### config.mk
export PLATFORM = sky130hd
export DESIGN_NAME = tsense_i2c_slave
export DESIGN_NICKNAME = d
export VERILOG_FILES = /design/src/rtl/tsi2c_pkg.sv /design/src/rtl/tsi2c_glitch_filter.sv /design/src/rtl/tsi2c_bus_events.sv /design/src/rtl/tsense_i2c_slave.sv
export SDC_FILE = /design/constraint.sdc
export NUM_CORES = 1
export LEC_CHECK = 0
export ABC_AREA = 1
export BUFFER_PORTS_ARGS = -buffer_cell sky130_fd_sc_hd__buf_2
export CAP_MARGIN = 10
export CORE_MARGIN = 3
export CORE_UTILIZATION = 26
export DETAILED_ROUTE_END_ITERATION = 10
export PLACE_DENSITY = 0.46
export SYNTH_ARGS = -nofsm -noshare
export SYNTH_HDL_FRONTEND = slang
export SYNTH_SLANG_ARGS = --single-unit
### constraint.sdc
create_clock -name clk -period 1.6 [get_ports clk]
set_input_delay 0.16 -clock clk [delete_from_list [all_inputs] [get_ports clk]]
set_output_delay 0.16 -clock clk [all_outputs]
set_load 0.1 [all_outputs]
### src/rtl/tsi2c_pkg.sv
package tsi2c_pkg;

    typedef enum logic [2:0] {
        ST_IDLE,
        ST_ADDR,
        ST_ADDR_ACK,
        ST_WR_BYTE,
        ST_WR_ACK,
        ST_RD_BYTE,
        ST_RD_ACK
    } bus_st_t;

    localparam logic [3:0] DEV_PREFIX = 4'b1001;

    localparam logic [2:0] PTR_TEMP  = 3'd0;
    localparam logic [2:0] PTR_CFG   = 3'd1;
    localparam logic [2:0] PTR_HYST  = 3'd2;
    localparam logic [2:0] PTR_TRIP  = 3'd3;
    localparam logic [2:0] PTR_SHOT  = 3'd4;

endpackage

### src/rtl/tsi2c_glitch_filter.sv
module tsi2c_glitch_filter #(
    parameter int FILT_LEN = 3
) (
    input  logic clk,
    input  logic rst_n,
    input  logic line_i,
    output logic line_o
);
    localparam int CW = $clog2(FILT_LEN + 1);

    logic [1:0]    sync_q;
    logic [CW-1:0] run_q;

    always_ff @(posedge clk or negedge rst_n) begin
        if (!rst_n) begin
            sync_q <= 2'b11;
            run_q  <= '0;
            line_o <= 1'b1;
        end else begin
            sync_q <= {sync_q[0], line_i};
            if (sync_q[1] == line_o) begin
                run_q <= '0;
            end else if (run_q == CW'(FILT_LEN - 1)) begin
                line_o <= sync_q[1];
                run_q  <= '0;
            end else begin
                run_q <= run_q + 1'b1;
            end
        end
    end
endmodule

### src/rtl/tsi2c_bus_events.sv
module tsi2c_bus_events (
    input  logic clk,
    input  logic rst_n,
    input  logic scl_f,
    input  logic sda_f,
    output logic start_o,
    output logic stop_o,
    output logic rise_o,
    output logic fall_o
);
    logic scl_q, sda_q;

    always_ff @(posedge clk or negedge rst_n) begin
        if (!rst_n) begin
            scl_q <= 1'b1;
            sda_q <= 1'b1;
        end else begin
            scl_q <= scl_f;
            sda_q <= sda_f;
        end
    end

    assign start_o = scl_q & scl_f & sda_q & ~sda_f;
    assign stop_o  = scl_q & scl_f & ~sda_q & sda_f;
    assign rise_o  = ~scl_q & scl_f;
    assign fall_o  = scl_q & ~scl_f;
endmodule

### src/rtl/tsense_i2c_slave.sv
module tsense_i2c_slave
    import tsi2c_pkg::*;
#(
    parameter int          FILT_LEN    = 3,
    parameter int          TIMEOUT_CYC = 1_500_000,
    parameter logic [15:0] HYST_RST    = 16'h4B00,
    parameter logic [15:0] TRIP_RST    = 16'h5000
) (
    input  logic        clk,
    input  logic        rst_n,
    input  logic        scl_i,
    input  logic        sda_i,
    input  logic [2:0]  addr_sel_i,
    input  logic [15:0] temp_i,
    output logic        sda_pull_o,
    output logic [7:0]  cfg_o,
    output logic [15:0] hyst_o,
    output logic [15:0] trip_o,
    output logic        rd_strobe_o,
    output logic        oneshot_o
);
    localparam int TO_W  = $clog2(TIMEOUT_CYC + 1);
    localparam int NLINE = 2;

    logic [NLINE-1:0] raw_lines, filt_lines;
    logic scl_f, sda_f;
    logic ev_start, ev_stop, ev_rise, ev_fall;

    assign raw_lines = {scl_i, sda_i};

    for (genvar g = 0; g < NLINE; g++) begin : g_filt
        tsi2c_glitch_filter #(.FILT_LEN(FILT_LEN)) u_filt (
            .clk    (clk),
            .rst_n  (rst_n),
            .line_i (raw_lines[g]),
            .line_o (filt_lines[g])
        );
    end

    assign scl_f = filt_lines[1];
    assign sda_f = filt_lines[0];

    tsi2c_bus_events u_events (
        .clk     (clk),
        .rst_n   (rst_n),
        .scl_f   (scl_f),
        .sda_f   (sda_f),
        .start_o (ev_start),
        .stop_o  (ev_stop),
        .rise_o  (ev_rise),
        .fall_o  (ev_fall)
    );

    bus_st_t     st_q, st_d;
    logic [3:0]  bit_q;
    logic [7:0]  rx_q, tx_q;
    logic [1:0]  widx_q;
    logic        rd_hi_q, mack_q, pull_q;
    logic [2:0]  ptr_q;
    logic [15:0] snap_q, hyst_q, trip_q;
    logic [7:0]  cfg_q, rd_byte;
    logic [TO_W-1:0] to_q;
    logic        to_hit, addr_ok;

    assign addr_ok = (rx_q[7:1] == {DEV_PREFIX, addr_sel_i});
    assign to_hit  = (st_q != ST_IDLE) && !sda_f && (to_q == TO_W'(TIMEOUT_CYC - 1));

    // low-time counter for the stuck-SDA timeout
    always_ff @(posedge clk or negedge rst_n) begin
        if (!rst_n)                        to_q <= '0;
        else if (st_q == ST_IDLE || sda_f) to_q <= '0;
        else if (!to_hit)                  to_q <= to_q + 1'b1;
    end

    always_comb begin
        unique case (ptr_q)
            PTR_TEMP: rd_byte = rd_hi_q ? snap_q[15:8] : snap_q[7:0];
            PTR_CFG:  rd_byte = cfg_q;
            PTR_HYST: rd_byte = rd_hi_q ? hyst_q[15:8] : hyst_q[7:0];
            PTR_TRIP: rd_byte = rd_hi_q ? trip_q[15:8] : trip_q[7:0];
            default:  rd_byte = 8'h00;
        endcase
    end

    // next-state logic
    always_comb begin
        st_d = st_q;
        if (ev_stop || to_hit) begin
            st_d = ST_IDLE;
        end else if (ev_start) begin
            st_d = ST_ADDR;
        end else begin
            unique case (st_q)
                ST_IDLE:     st_d = ST_IDLE;
                ST_ADDR:     if (ev_fall && bit_q == 4'd8) st_d = addr_ok ? ST_ADDR_ACK : ST_IDLE;
                ST_ADDR_ACK: if (ev_fall) st_d = rx_q[0] ? ST_RD_BYTE : ST_WR_BYTE;
                ST_WR_BYTE:  if (ev_fall && bit_q == 4'd8) st_d = ST_WR_ACK;
                ST_WR_ACK:   if (ev_fall) st_d = ST_WR_BYTE;
                ST_RD_BYTE:  if (ev_fall && bit_q == 4'd7) st_d = ST_RD_ACK;
                ST_RD_ACK:   if (ev_fall) st_d = mack_q ? ST_RD_BYTE : ST_IDLE;
                default:     st_d = ST_IDLE;
            endcase
        end
    end

    // state register
    always_ff @(posedge clk or negedge rst_n) begin
        if (!rst_n) st_q <= ST_IDLE;
        else        st_q <= st_d;
    end

    // outputs and datapath
    always_ff @(posedge clk or negedge rst_n) begin
        if (!rst_n) begin
            bit_q <= '0;  rx_q <= '0;  tx_q <= '0;  widx_q <= '0;
            rd_hi_q <= 1'b1;  mack_q <= 1'b0;  pull_q <= 1'b0;
            ptr_q <= PTR_TEMP;  snap_q <= '0;  cfg_q <= '0;
            hyst_q <= HYST_RST;  trip_q <= TRIP_RST;
            rd_strobe_o <= 1'b0;  oneshot_o <= 1'b0;
        end else begin
            rd_strobe_o <= 1'b0;
            oneshot_o   <= 1'b0;
            if (ev_stop || to_hit) begin
                pull_q <= 1'b0;
            end else if (ev_start) begin
                bit_q <= '0;  pull_q <= 1'b0;  widx_q <= '0;  rd_hi_q <= 1'b1;
            end else begin
                unique case (st_q)
                    ST_ADDR, ST_WR_BYTE: begin
                        if (ev_rise) begin
                            rx_q  <= {rx_q[6:0], sda_f};
                            bit_q <= bit_q + 1'b1;
                        end else if (ev_fall && bit_q == 4'd8) begin
                            if (st_q == ST_ADDR) begin
                                pull_q <= addr_ok;
                                if (addr_ok && rx_q[0]) begin
                                    rd_strobe_o <= 1'b1;
                                    snap_q      <= temp_i;
                                end
                            end else begin
                                pull_q <= 1'b1;
                                if (widx_q != 2'd3) widx_q <= widx_q + 1'b1;
                                if (widx_q == 2'd0) begin
                                    ptr_q     <= rx_q[2:0];
                                    oneshot_o <= (rx_q[2:0] == PTR_SHOT);
                                end else if (ptr_q == PTR_SHOT) begin
                                    oneshot_o <= 1'b1;
                                end else if (widx_q == 2'd1) begin
                                    if (ptr_q == PTR_CFG)  cfg_q         <= {2'b00, rx_q[5:0]};
                                    if (ptr_q == PTR_HYST) hyst_q[15:8]  <= rx_q;
                                    if (ptr_q == PTR_TRIP) trip_q[15:8]  <= rx_q;
                                end else if (widx_q == 2'd2) begin
                                    if (ptr_q == PTR_HYST) hyst_q[7:0]   <= {rx_q[7:4], 4'b0000};
                                    if (ptr_q == PTR_TRIP) trip_q[7:0]   <= {rx_q[7:4], 4'b0000};
                                end
                            end
                        end
                    end
                    ST_ADDR_ACK, ST_RD_ACK: begin
                        if (ev_rise && st_q == ST_RD_ACK) begin
                            mack_q <= ~sda_f;
                        end else if (ev_fall) begin
                            bit_q <= '0;
                            if ((st_q == ST_ADDR_ACK && rx_q[0]) || (st_q == ST_RD_ACK && mack_q)) begin
                                tx_q    <= rd_byte;
                                pull_q  <= ~rd_byte[7];
                                rd_hi_q <= ~rd_hi_q;
                            end else begin
                                pull_q <= 1'b0;
                            end
                        end
                    end
                    ST_WR_ACK: begin
                        if (ev_fall) begin
                            pull_q <= 1'b0;
                            bit_q  <= '0;
                        end
                    end
                    ST_RD_BYTE: begin
                        if (ev_fall) begin
                            pull_q <= (bit_q == 4'd7) ? 1'b0 : ~tx_q[6];
                            tx_q   <= {tx_q[6:0], 1'b0};
                            bit_q  <= bit_q + 1'b1;
                        end
                    end
                    default: pull_q <= 1'b0;
                endcase
            end
        end
    end

    assign sda_pull_o = pull_q;
    assign cfg_o      = cfg_q;
    assign hyst_o     = hyst_q;
    assign trip_o     = trip_q;
endmodule

==> impl_metrics.toml <==
[setup_path]
worstPathMaxFanout = 11
endpoint_kind = "flip-flop"
critPathRequiredTime_ns = 1.84
r2r_start = "to_q[1]$_DFFE_PN0P_"
cp-start-kind = "flip-flop"
r2r_cells = 12
cp-startpoint = "to_q[1]$_DFFE_PN0P_"
worstPathArrival_ns = 2.00
regToRegSetupSlack_ns = -0.16
r2r-end = "trip_o[11]$_DFFE_PN0P_"
criticalPathCategory = "reg -> reg"

[sta]
fin_tns_setup_ns = -7.77
rsz0062_at_grt = "yes"
skew_ns = 0.0154
setup_ws_ns = -0.159
finalSetupViolCount = 76
hold_viol_final = 0
fmax_mhz = 569
fin_crit_ns = 1.76
slew_violations = 0
fin_crit_sh = 1.10

[grt]
track_usage = 0.146
grt_pass1_vias = 5737
antenna_found_initial = 0
overflow = 0
grt_max_degree = 50
grt_pass1_wl_mm = 30.0

[worst_hold_path]
min_to = "snap_q[8]$_DFFE_PN0P_"
min_path_cells = 3
holdCritStartpoint = "temp_i[8]"
hp-class = "in -> reg"

[floorplan]
fp.dieW_um = 159
num_io_pins = 66
rows = 55
core_area_mm2 = 0.0228
die-area_mm2 = 0.0254
initial_core_util = 0.267
die_h_um = 159

[cts]
htree_num_levels = 3
clk_pin_slew_ns = 0.08
worstSkewPairLatency_ns = 0.36
clock_sink_count = 111
cts_tree = "built"
clock_path_buffers = 2
cts_root_buf = "clkbuf_16"
numCtsBuffers = 9

[routing]
routedWlPerCell_um = 13.7
firstDrtPassIters = 5
vias = 5760
drtIter0Drc = 330
routed_wl_mm = 18.2
routed_via_density = 4.35
drcViolationCount = 0
ant_nets = 0

[power]
comb_power_share = 0.370
p_seq_frac = 0.362
power.share.clock = 0.268
net-switching-power_mw = 3.23
p_int_mw = 5.94
power.leakage_nw = 4.31
power_density_mw_per_mm2 = 1040
ir_worst_vdd_mv = 0.571
p_total_mw = 9.17
swShare = 0.353

[finish]
area_delta_synth_final_pct = 44.6
insertedDiodeCount = 0
nets = 1037
utilization = 0.387
layout-drive-gt1-share = 0.350

[placement]
io_buffer_count = 55
dp_hpwl_mm = 13.0
place.gp.congestion = 0.833

[logic_synthesis]
synthCells = 808
syn-cell-area_mm2 = 0.00611
yosysWarnings = 0
syn_avg_cell_area_um2 = 7.56
ys_seq_area_frac = 0.458
synth_cell_types = 42
yosys_register_bits = 111

[run_status]
violations = "negative setup slack"
status = "complete, but fails checks"

[flow_run]
maxCapViolCount = 0
==> synthesized netlist by cell type (all sizes together) <==
cell type  instances  area share
inv               92       0.057
o21ai             53       0.043
xor2               3      0.0043
xnor2              4      0.0057
o22ai              5      0.0051
clkinv             1     0.00061
a21oi             17       0.015
o2111ai            2      0.0039
nor4               1      0.0010
nand3b             3      0.0037
buf               28       0.028
nand3             81       0.073
a31oi              2      0.0020
nor3              15       0.013
clkbuf             6      0.0037
o31ai              1      0.0012
and3               1      0.0010
nand2            255        0.16
o211ai             1      0.0012
nor2              71       0.050
nor3b              2      0.0025
or2                1      0.0010
dfrtp             96        0.39
dfstp             15       0.065
nand4             14       0.017
o21bai            30       0.037
conb               1     0.00061
ha                 7       0.014
==> worst max-delay path: stages, from the launching register on <==
cell	delay, ns
dfrtp_1	0.37
ha_2	0.19
nand2_2	0.06
nor2_4	0.10
nand3_2	0.09
nor2_4	0.14
nand3_4	0.14
buf_6	0.15
nand3_4	0.06
nor2_4	0.07
buf_12	0.15
nand3_1	0.07
nand2_1	0.06
==> power by group through the flow <==
stage          registers (mW)  clock network (mW)  logic (mW)
2_1_floorplan            3.38                   0        1.64
3_3_place_gp             3.37                   0        2.93
3_5_place_dp             3.37                   0        2.92
4_1_cts                  3.34                2.53        3.25
5_1_grt                  3.36                2.61        3.78
6_report                 3.32                2.46        3.39
==> placed cells by master, fill, tap and decap left out, types with 8 or more instances in the layout <==
| master | count |
|---|---|
| o21ai_0 | 37 |
| buf_6 | 20 |
| nor2_4 | 8 |
| nand4_1 | 13 |
| dfstp_2 | 15 |
| conb_1 | 10 |
| nor2_2 | 13 |
| o21ai_1 | 13 |
| buf_4 | 119 |
| nor2_1 | 50 |
| clkbuf_16 | 10 |
| inv_1 | 83 |
| nand2_1 | 222 |
| a21oi_1 | 15 |
| dfrtp_1 | 94 |
| nand2_2 | 30 |
| buf_2 | 54 |
| inv_2 | 8 |
| nand3_4 | 8 |
| o21bai_1 | 28 |
| nand3_1 | 50 |
| nand3_2 | 24 |
==> cell type report <==
| cell class | instances | area (um^2) |
|---|---|---|
| clock inverter | 5 | 81.3 |
| timing repair inverter | 1 | 6.26 |
| tap | 313 | 392 |
| multi-input combinational | 580 | 3260 |
| timing repair buffer | 211 | 1710 |
| fill | 2402 | 14000 |
| inverter | 93 | 358 |
| sequential | 111 | 2800 |
| clock buffer | 11 | 233 |
==> state kept, by name (all words and copies together), names as in the netlist <==
name and cells:
bit_q 4, g_filt.u_filt.line_o 2, tx_q 7, rd_hi_q 1, sda_pull_o 1, oneshot_o 1
u_events.sda_q 1, to_q 21, widx_q 2, g_filt.u_filt.run_q 4, hyst_o 12, rd_strobe_o 1
snap_q 16, u_events.scl_q 1, st_q 3, ptr_q 3, cfg_o 6, g_filt.u_filt.sync_q 4
rx_q 8, trip_o 12, mack_q 1
==> worst max-delay path by stage <==
| stage | endpoint | slack, ns | cells after the start |
|---|---|---|---|
| final | trip_o[11]$_DFFE_PN0P_ | -0.16 | 12 |
| after global routing | trip_o[11]$_DFFE_PN0P_ | -0.27 | 11 |
| after CTS | snap_q[5]$_DFFE_PN0P_ | -0.15 | 11 |
| after detailed placement | trip_o[11]$_DFFE_PN0P_ | -0.24 | 11 |
| after global placement | cfg_o[1]$_DFFE_PN0P_ | -0.16 | 11 |
| after floorplan | sda_pull_o$_DFFE_PN0P_ | -0.09 | 11 |
==> per-stage QoR <==
step	area [um^2]	setup WS, ns	hold WS (ns)	cells
final	8830	-0.159	0.0190	1325
after global routing	8830	-0.274	0.0191	1325
after CTS	8540	-0.147	0.00277	1318
after detailed placement	7670	-0.237	0.0697	1278
after global placement	7670	-0.163	0.0672	1278
after floorplan	6190	-0.0850	-0.136	817
==> logic make-up (layout without fill, tap and decap cells) <==
group           Yosys count  count (layout)  share of synthesized area
compound gates          111             111                      0.108
other cells               1              10                   0.000614
fa+ha+maj                 7               7                     0.0143
xor+xnor                  7               7                     0.0100
flops                   111             111                      0.458
simple gates            444             445                      0.319
buf+inv                 127             321                     0.0895
==> what timing repair did <==
item | 4_1_cts | 5_1_grt
setup buffers | 15 | 5
pin swaps | 33 | 43
cloned | 4 | 2
setup endpoints to repair | 84 | 92
endpoints found under the hold margin | 23 | 0
gates resized for setup | 76 | 65
hold buffers | 7 | 0
==> layer usage <==
layer,vias to the layer above,track usage,share of wire
met5,-,0,0
met4,0,0.0346,0.012
met3,11,0.0229,0.035
met2,90,0.232,0.46
met1,2672,0.209,0.49
li1,2987,-,-
Note: power is estimated with default switching activity, not from simulation.
